`src/rtl/rx_pkg.sv`:
```
package rx_pkg;
  localparam int unsigned DATA_W = 8;
  localparam int unsigned MIN_BITS = 5;

  typedef enum logic [2:0] {
    RX_IDLE,
    RX_START,
    RX_DATA,
    RX_PAR,
    RX_STOP
  } rx_state_e;

  typedef struct packed {
    logic [DATA_W-1:0] data;
    logic              perr;
    logic              ferr;
  } rx_char_t;
endpackage

```
`src/rtl/rx_clk_edge.sv`:
```
module rx_clk_edge #(
  parameter int unsigned SYNC_STAGES = 2
) (
  input  logic clk_i,
  input  logic rst_ni,
  input  logic rxc_i,
  input  logic rxd_i,
  output logic tick_o,
  output logic rxd_o
);
  logic [SYNC_STAGES-1:0] rxc_q, rxd_q;
  logic                   rxc_last_q;

  always_ff @(posedge clk_i or negedge rst_ni) begin
    if (!rst_ni) begin
      rxc_q      <= '1;
      rxd_q      <= '1;
      rxc_last_q <= 1'b1;
    end else begin
      rxc_q      <= {rxc_q[SYNC_STAGES-2:0], rxc_i};
      rxd_q      <= {rxd_q[SYNC_STAGES-2:0], rxd_i};
      rxc_last_q <= rxc_q[SYNC_STAGES-1];
    end
  end

  assign tick_o = rxc_q[SYNC_STAGES-1] & ~rxc_last_q;
  assign rxd_o  = rxd_q[SYNC_STAGES-1];

  AST_TICK_SINGLE: assert property (@(posedge clk_i) disable iff (!rst_ni)
    tick_o |=> !tick_o);
endmodule

```
`src/rtl/rx_shifter.sv`:
```
module rx_shifter #(
  parameter int unsigned LO_FACTOR = 16,
  parameter int unsigned HI_FACTOR = 64
) (
  input  logic             clk_i,
  input  logic             rst_ni,
  input  logic             tick_i,
  input  logic             rxd_i,
  input  logic [1:0]       factor_i,
  input  logic [1:0]       char_len_i,
  input  logic             parity_en_i,
  input  logic             parity_odd_i,
  output logic             load_o,
  output rx_pkg::rx_char_t char_o
);
  import rx_pkg::*;
  localparam int unsigned CW = $clog2(HI_FACTOR);
  localparam int unsigned DW = DATA_W;

  rx_state_e     state_q;
  logic [CW-1:0] cnt_q, last_cnt, half_cnt;
  logic [3:0]    bit_q, len_bits, shamt;
  logic [DW-1:0] sh_q, aligned;
  logic          pbit_q, at_last, x1_mode;
  int unsigned   n_ticks;

  always_comb begin
    unique case (factor_i)
      2'd0:    n_ticks = 1;
      2'd1:    n_ticks = LO_FACTOR;
      default: n_ticks = HI_FACTOR;
    endcase
  end

  assign x1_mode  = (factor_i == 2'd0);
  assign last_cnt = CW'(n_ticks - 1);
  assign half_cnt = CW'((n_ticks / 2) - 1);
  assign at_last  = (cnt_q == last_cnt);
  assign len_bits = {2'b00, char_len_i} + 4'(MIN_BITS);
  assign shamt    = 4'(DW) - len_bits;
  assign aligned  = sh_q >> shamt;

  always_ff @(posedge clk_i or negedge rst_ni) begin
    if (!rst_ni) begin
      state_q <= RX_IDLE;
      cnt_q   <= '0;
      bit_q   <= '0;
      sh_q    <= '0;
      pbit_q  <= 1'b0;
    end else if (tick_i) begin
      unique case (state_q)
        RX_IDLE: if (!rxd_i) begin
          cnt_q   <= '0;
          bit_q   <= '0;
          sh_q    <= '0;
          state_q <= x1_mode ? RX_DATA : RX_START;
        end
        RX_START: begin
          if (cnt_q == half_cnt) begin
            cnt_q   <= '0;
            state_q <= rxd_i ? RX_IDLE : RX_DATA; // high again: noise
          end else begin
            cnt_q <= cnt_q + 1'b1;
          end
        end
        RX_DATA: begin
          cnt_q <= at_last ? '0 : cnt_q + 1'b1;
          if (at_last) begin
            sh_q  <= {rxd_i, sh_q[DW-1:1]};
            bit_q <= bit_q + 1'b1;
            if (bit_q == len_bits - 1'b1) state_q <= parity_en_i ? RX_PAR : RX_STOP;
          end
        end
        RX_PAR: begin
          cnt_q <= at_last ? '0 : cnt_q + 1'b1;
          if (at_last) begin
            pbit_q  <= rxd_i;
            state_q <= RX_STOP;
          end
        end
        RX_STOP: begin
          cnt_q <= at_last ? '0 : cnt_q + 1'b1;
          if (at_last) state_q <= RX_IDLE;
        end
        default: state_q <= RX_IDLE;
      endcase
    end
  end

  always_ff @(posedge clk_i or negedge rst_ni) begin
    if (!rst_ni) begin
      load_o <= 1'b0;
      char_o <= '0;
    end else begin
      load_o <= tick_i && (state_q == RX_STOP) && at_last;
      if (tick_i && (state_q == RX_STOP) && at_last) begin
        char_o.data <= aligned;
        char_o.perr <= parity_en_i && (pbit_q != ((^aligned) ^ parity_odd_i));
        char_o.ferr <= !rxd_i;
      end
    end
  end

  AST_CNT_RANGE: assert property (@(posedge clk_i) disable iff (!rst_ni)
    (state_q != RX_IDLE) |-> (32'(cnt_q) < n_ticks));
  AST_START_HALF: assert property (@(posedge clk_i) disable iff (!rst_ni)
    (state_q == RX_START) |-> (cnt_q <= half_cnt));
  AST_X1_NO_CONFIRM: assert property (@(posedge clk_i) disable iff (!rst_ni)
    x1_mode |-> (state_q != RX_START));
endmodule

```
`src/rtl/rx_hold.sv`:
```
module rx_hold (
  input  logic                      clk_i,
  input  logic                      rst_ni,
  input  logic                      load_i,
  input  rx_pkg::rx_char_t          char_i,
  input  logic                      rd_i,
  input  logic                      err_clr_i,
  output logic [rx_pkg::DATA_W-1:0] data_o,
  output logic                      ready_o,
  output logic                      perr_o,
  output logic                      ferr_o,
  output logic                      oerr_o
);
  always_ff @(posedge clk_i or negedge rst_ni) begin
    if (!rst_ni) begin
      data_o  <= '0;
      ready_o <= 1'b0;
      perr_o  <= 1'b0;
      ferr_o  <= 1'b0;
      oerr_o  <= 1'b0;
    end else begin
      if (load_i) data_o <= char_i.data;
      if (load_i)    ready_o <= 1'b1;
      else if (rd_i) ready_o <= 1'b0;
      // a fresh error outranks a simultaneous clear
      perr_o <= (perr_o & ~err_clr_i) | (load_i & char_i.perr);
      ferr_o <= (ferr_o & ~err_clr_i) | (load_i & char_i.ferr);
      oerr_o <= (oerr_o & ~err_clr_i) | (load_i & ready_o & ~rd_i);
    end
  end

  AST_READY_SET: assert property (@(posedge clk_i) disable iff (!rst_ni)
    load_i |=> ready_o);
  AST_READY_CLR: assert property (@(posedge clk_i) disable iff (!rst_ni)
    (rd_i && !load_i) |=> !ready_o);
  AST_HOLD_STABLE: assert property (@(posedge clk_i) disable iff (!rst_ni)
    !load_i |=> $stable(data_o));
  AST_OVERRUN: assert property (@(posedge clk_i) disable iff (!rst_ni)
    (load_i && ready_o && !rd_i) |=> oerr_o);
  AST_ERR_CLR: assert property (@(posedge clk_i) disable iff (!rst_ni)
    (err_clr_i && !load_i) |=> !(perr_o || ferr_o || oerr_o));
endmodule

```
`src/rtl/async_rx_top.sv`:
```
module async_rx_top #(
  parameter int unsigned LO_FACTOR   = 16,
  parameter int unsigned HI_FACTOR   = 64,
  parameter int unsigned SYNC_STAGES = 2
) (
  input  logic       clk_i,
  input  logic       rst_ni,
  input  logic       rxc_i,
  input  logic       rxd_i,
  input  logic [1:0] factor_i,
  input  logic [1:0] char_len_i,
  input  logic       parity_en_i,
  input  logic       parity_odd_i,
  input  logic       rd_i,
  input  logic       err_clr_i,
  output logic [7:0] data_o,
  output logic       ready_o,
  output logic       perr_o,
  output logic       ferr_o,
  output logic       oerr_o
);
  logic             tick, rxd_s, load;
  rx_pkg::rx_char_t chr;

  rx_clk_edge #(.SYNC_STAGES(SYNC_STAGES)) u_edge (
    .clk_i(clk_i), .rst_ni(rst_ni), .rxc_i(rxc_i), .rxd_i(rxd_i),
    .tick_o(tick), .rxd_o(rxd_s)
  );

  rx_shifter #(.LO_FACTOR(LO_FACTOR), .HI_FACTOR(HI_FACTOR)) u_shift (
    .clk_i(clk_i), .rst_ni(rst_ni), .tick_i(tick), .rxd_i(rxd_s),
    .factor_i(factor_i), .char_len_i(char_len_i),
    .parity_en_i(parity_en_i), .parity_odd_i(parity_odd_i),
    .load_o(load), .char_o(chr)
  );

  rx_hold u_hold (
    .clk_i(clk_i), .rst_ni(rst_ni), .load_i(load), .char_i(chr),
    .rd_i(rd_i), .err_clr_i(err_clr_i), .data_o(data_o),
    .ready_o(ready_o), .perr_o(perr_o), .ferr_o(ferr_o), .oerr_o(oerr_o)
  );
endmodule

```
`config.mk`:
```
export PLATFORM = sky130hd
export DESIGN_NAME = async_rx_top
export DESIGN_NICKNAME = d
export VERILOG_FILES = /design/src/rtl/rx_pkg.sv /design/src/rtl/rx_clk_edge.sv /design/src/rtl/rx_shifter.sv /design/src/rtl/rx_hold.sv /design/src/rtl/async_rx_top.sv
export SDC_FILE = /design/constraint.sdc
export NUM_CORES = 1
export LEC_CHECK = 0
export ABC_CLOCK_PERIOD_IN_PS = 2400
export BUFFER_PORTS_ARGS = -buffer_cell sky130_fd_sc_hd__buf_2
export CAP_MARGIN = 20
export CORE_ASPECT_RATIO = 1.25
export CORE_UTILIZATION = 59
export CTS_BUF_LIST = sky130_fd_sc_hd__clkbuf_16
export DETAILED_ROUTE_END_ITERATION = 6
export PLACE_DENSITY = 0.79
export SLEW_MARGIN = 10
export SYNTH_ARGS = -nofsm -noshare
export SYNTH_HDL_FRONTEND = slang
export SYNTH_SLANG_ARGS = --single-unit
```
`constraint.sdc`:
```
create_clock -name clk_i -period 2.4 [get_ports clk_i]
set_input_delay 0.72 -clock clk_i [delete_from_list [all_inputs] [get_ports clk_i]]
set_output_delay 0.72 -clock clk_i [all_outputs]
set_load 0.01 [all_outputs]
```
==> results.py <==
metrics = {
    "placed_design": {
        "gp_congestion": 0.8482,
        "place_area_um2": 3068,
        "placedCellCount": 363,
        "dpl.hpwl_um": 3888,
        "port_buffers": 23,
    },
    "power_and_ir_drop": {
        "power.switching_mw": 1.052,
        "internal_power_mw": 1.910,
        "p_leak_nw": 1.527,
        "sw_frac_of_total_pct": 35.52,
        "clkPwrFrac_pct": 24.1,
        "total_power_mw": 2.962,
        "p_seq_share_pct": 40.8,
        "power_density_nw_per_um2": 899.3,
        "ir_drop_mv": 0.5011,
        "power_frac_comb_pct": 35.1,
    },
    "critical_path": {
        "cpPeakStageDelay_ps": 550,
        "critical-path-top-delay-family": "XOR/XNOR gates",
        "crit_chain": "buf_8, ha_4, mux4_2, xnor2_2, xnor2_1, nor2_1, xnor3_1, o31ai_2",
        "crit_buf_inv": 1,
        "end_kind": "register",
        "worstSetupPathType": "in -> reg",
        "critical_path_arrival_ps": 2610,
        "cp_slowest_cell": "mux4_2",
        "cp.required_ps": 2610,
        "start_kind": "input pin",
        "crit_fanout": 6,
    },
    "route": {
        "drt_wl_total_um": 5430,
        "vias_per_cell": 5.612,
        "dr.pass1.iters": 4,
        "drc": 0,
        "routedWlPerCell_um": 14.52,
        "num_vias": 2099,
        "detail_route.iter0.violations": 91,
        "ant_nets": 0,
    },
    "synth": {
        "synthMuxAreaShare_pct": 9.180,
        "synth-compound-area-share_pct": 16.07,
        "synth_top_family_by_area": "simple AND/OR/NAND/NOR gates",
        "syn_area_per_cell_um2": 9.968,
        "ys_types": 52,
        "ys.flop_type": "dfrtp_1",
        "synth-seq-area-share_pct": 47.07,
        "synthXorXnorAreaFrac_pct": 4.450,
        "syn-num-nets": 285,
        "synth_edf_count": 0,
        "yosysWarnings": 0,
        "async_flop_share_pct": 100.0,
        "syn_area_um2": 2671,
        "yosys.area_share.simple_pct": 16.96,
        "synth-seq-cells": 50,
        "netlist_instances": 268,
        "synth_fa_ha_area_share_pct": 2.342,
    },
    "final_layout": {
        "drive_above_1_share_pct": 31.65,
        "stdcell_count": 374,
        "nNetsFinal": 332,
        "final_common_cell": "dfrtp_1",
        "diodes": 0,
        "layout_common_cells": "dfrtp_1 (45), nand2_1 (44), buf_4 (30)",
        "layout.core_utilization_pct": 74.99,
        "final_cell_area_um2": 3293,
        "area_growth_pct": 23.28,
    },
    "timing": {
        "rsz0062_at_grt": "yes",
        "hold_violations": 0,
        "drv_slew": 0,
        "relSlewSlack_pct": 67.52,
        "skew_ps": 7.052,
        "worst_pin_slew_ps": 487.1,
        "period_needed_ps": 2404,
        "setup_ws_ps": -3.693,
        "fmax_ghz": 0.4160,
        "setup_viol": 1,
        "min_period_over_period_pct": 100.2,
    },
    "global_routing": {
        "grt_max_degree": 31,
        "track_usage_pct": 24.83,
        "grt_pass1_wl_um": 9528,
        "grt_antenna_before_repair": 0,
        "grt-ovfl-total": 0,
        "grt_pass1_vias": 2106,
    },
    "clocking": {
        "path_clk_slew_ps": 70,
        "clockBufferDepth": 2,
        "tritoncts": "yes",
        "htreeDepth": 2,
        "cts-root-buf": "clkbuf_16",
        "cts_sinks": 50,
        "cts_buffers": 5,
        "hold_buffers": 0,
        "worstSkewPairLatency_ps": 290,
    },
    "floorplanning": {
        "die-height_um": 77.23,
        "coreArea_um2": 4392,
        "fp.dieArea_um2": 4803,
        "num_rows": 27,
        "start_util_pct": 60.83,
        "die_w_um": 62.19,
        "io_pins": 24,
    },
    "hold_path": {
        "worstHoldPathType": "reg -> reg",
    },
    "job": {
        "cap_violations": 0,
    },
    "status": {
        "status": "finished, violations left",
        "violations": "negative setup slack",
    },
}
## metrics by stage
stage          setup slack (ps)  TNS (ps)  hold slack [ps]
4_1_cts                  -26.59    -26.59            359.4
3_3_place_gp             -304.5     -5483            345.8
2_1_floorplan            -197.2    -240.8            345.2
6_report                 -3.693    -3.693            353.3
5_1_grt                  -132.7    -136.7            360.8
3_5_place_dp             -370.6     -7609            347.2
## cell type report
type                            instances  area [um^2]
Multi-Input combinational cell        194         1388
Sequential cell                        50         1257
Fill cell                             301         1099
Timing Repair Buffer                   55        391.6
Clock buffer                            5        125.1
Tap cell                               58        72.57
Inverter                                9        33.78
Clock inverter                          3        25.02
## cells by family after synthesis
group                    after synthesis
adder cells (fa/ha/maj)                5
multiplexers                          18
AO/OA/AOI/OAI                         65
buffers and inverters                 24
AND/OR/NAND/NOR                       94
flip-flops                            50
XOR/XNOR                              12
## cell usage after synthesis, drive strengths merged, types with 2 or more instances
cell type	instances	share of area (%)
dfrtp	45	42
a21oi	4	0.75
and3	2	0.47
nand2b	6	1.4
nor2	11	1.5
xnor2	6	2.0
xor2	5	1.6
nor3b	4	1.1
a31oi	2	0.47
nor2b	4	0.94
o31ai	3	1.0
buf	7	1.5
a21o	2	0.56
o211ai	3	0.84
o21ai	33	6.2
clkbuf	8	1.1
a2bb2oi	2	0.66
inv	9	1.3
or2	2	0.47
ha	5	2.3
nand3b	3	0.84
nand3	6	1.1
nor3	4	0.75
mux4	4	3.4
mux2i	2	0.75
nand2	44	6.2
nor4	2	0.47
dfstp	5	4.9
a22o	6	2.0
mux2	12	5.1
## worst paths after layout
| check | start | to | slack (ps) | cells past startpoint |
|---|---|---|---|---|
| worst max-delay path | char_len_i[0] | u_shift.char_o[1] | -4 | 8 |
| worst min-delay path | u_edge.rxd_q[0] | u_edge.rxd_q[1] | 350 | 0 |
| worst max register to register | u_shift.cnt_q[1] | u_shift.cnt_q[0] | 130 | 8 |
| worst min register to register | u_edge.rxd_q[0] | u_edge.rxd_q[1] | 350 | 0 |
| max in group asynchronous | rst_ni | u_edge.rxd_q[0] | 1420 | 2 |
| min in group asynchronous | rst_ni | u_shift.sh_q[0] | 390 | 1 |
## sequential cells by signal, summed over array words and instances, names as in the netlist, 2 cells and up
name             count
u_shift.bit_q        4
u_hold.data_o        8
u_shift.char_o      10
u_shift.sh_q         8
u_shift.cnt_q        6
u_shift.state_q      3
u_edge.rxc_q         2
u_edge.rxd_q         2
## what timing repair did
item,CTS,global route
pin swaps,3,4
cloned,0,0
setup buffers,3,0
resized for setup,3,10
setup endpoints to repair,9,23
## power groups by stage
stage                     logic [mW]  clock network, mW  registers (mW)
after global placement         0.961                  0            1.21
after global routing            1.16              0.757            1.23
after CTS                       1.03              0.721            1.20
final                           1.04              0.713            1.21
after detailed placement       0.999                  0            1.22
after floorplan                0.830                  0            1.09
## routing by layer
metal  global-route usage, %  part of all wire [%]  vias to the layer above
li1                        -                     -                     1045
met1                   29.99                    44                     1018
met2                   44.29                    53                       26
met3                   3.869                   1.7                       10
met4                   9.302                   1.7                        0
met5                       0                     0                        -
(Power assumes the default switching activity.)
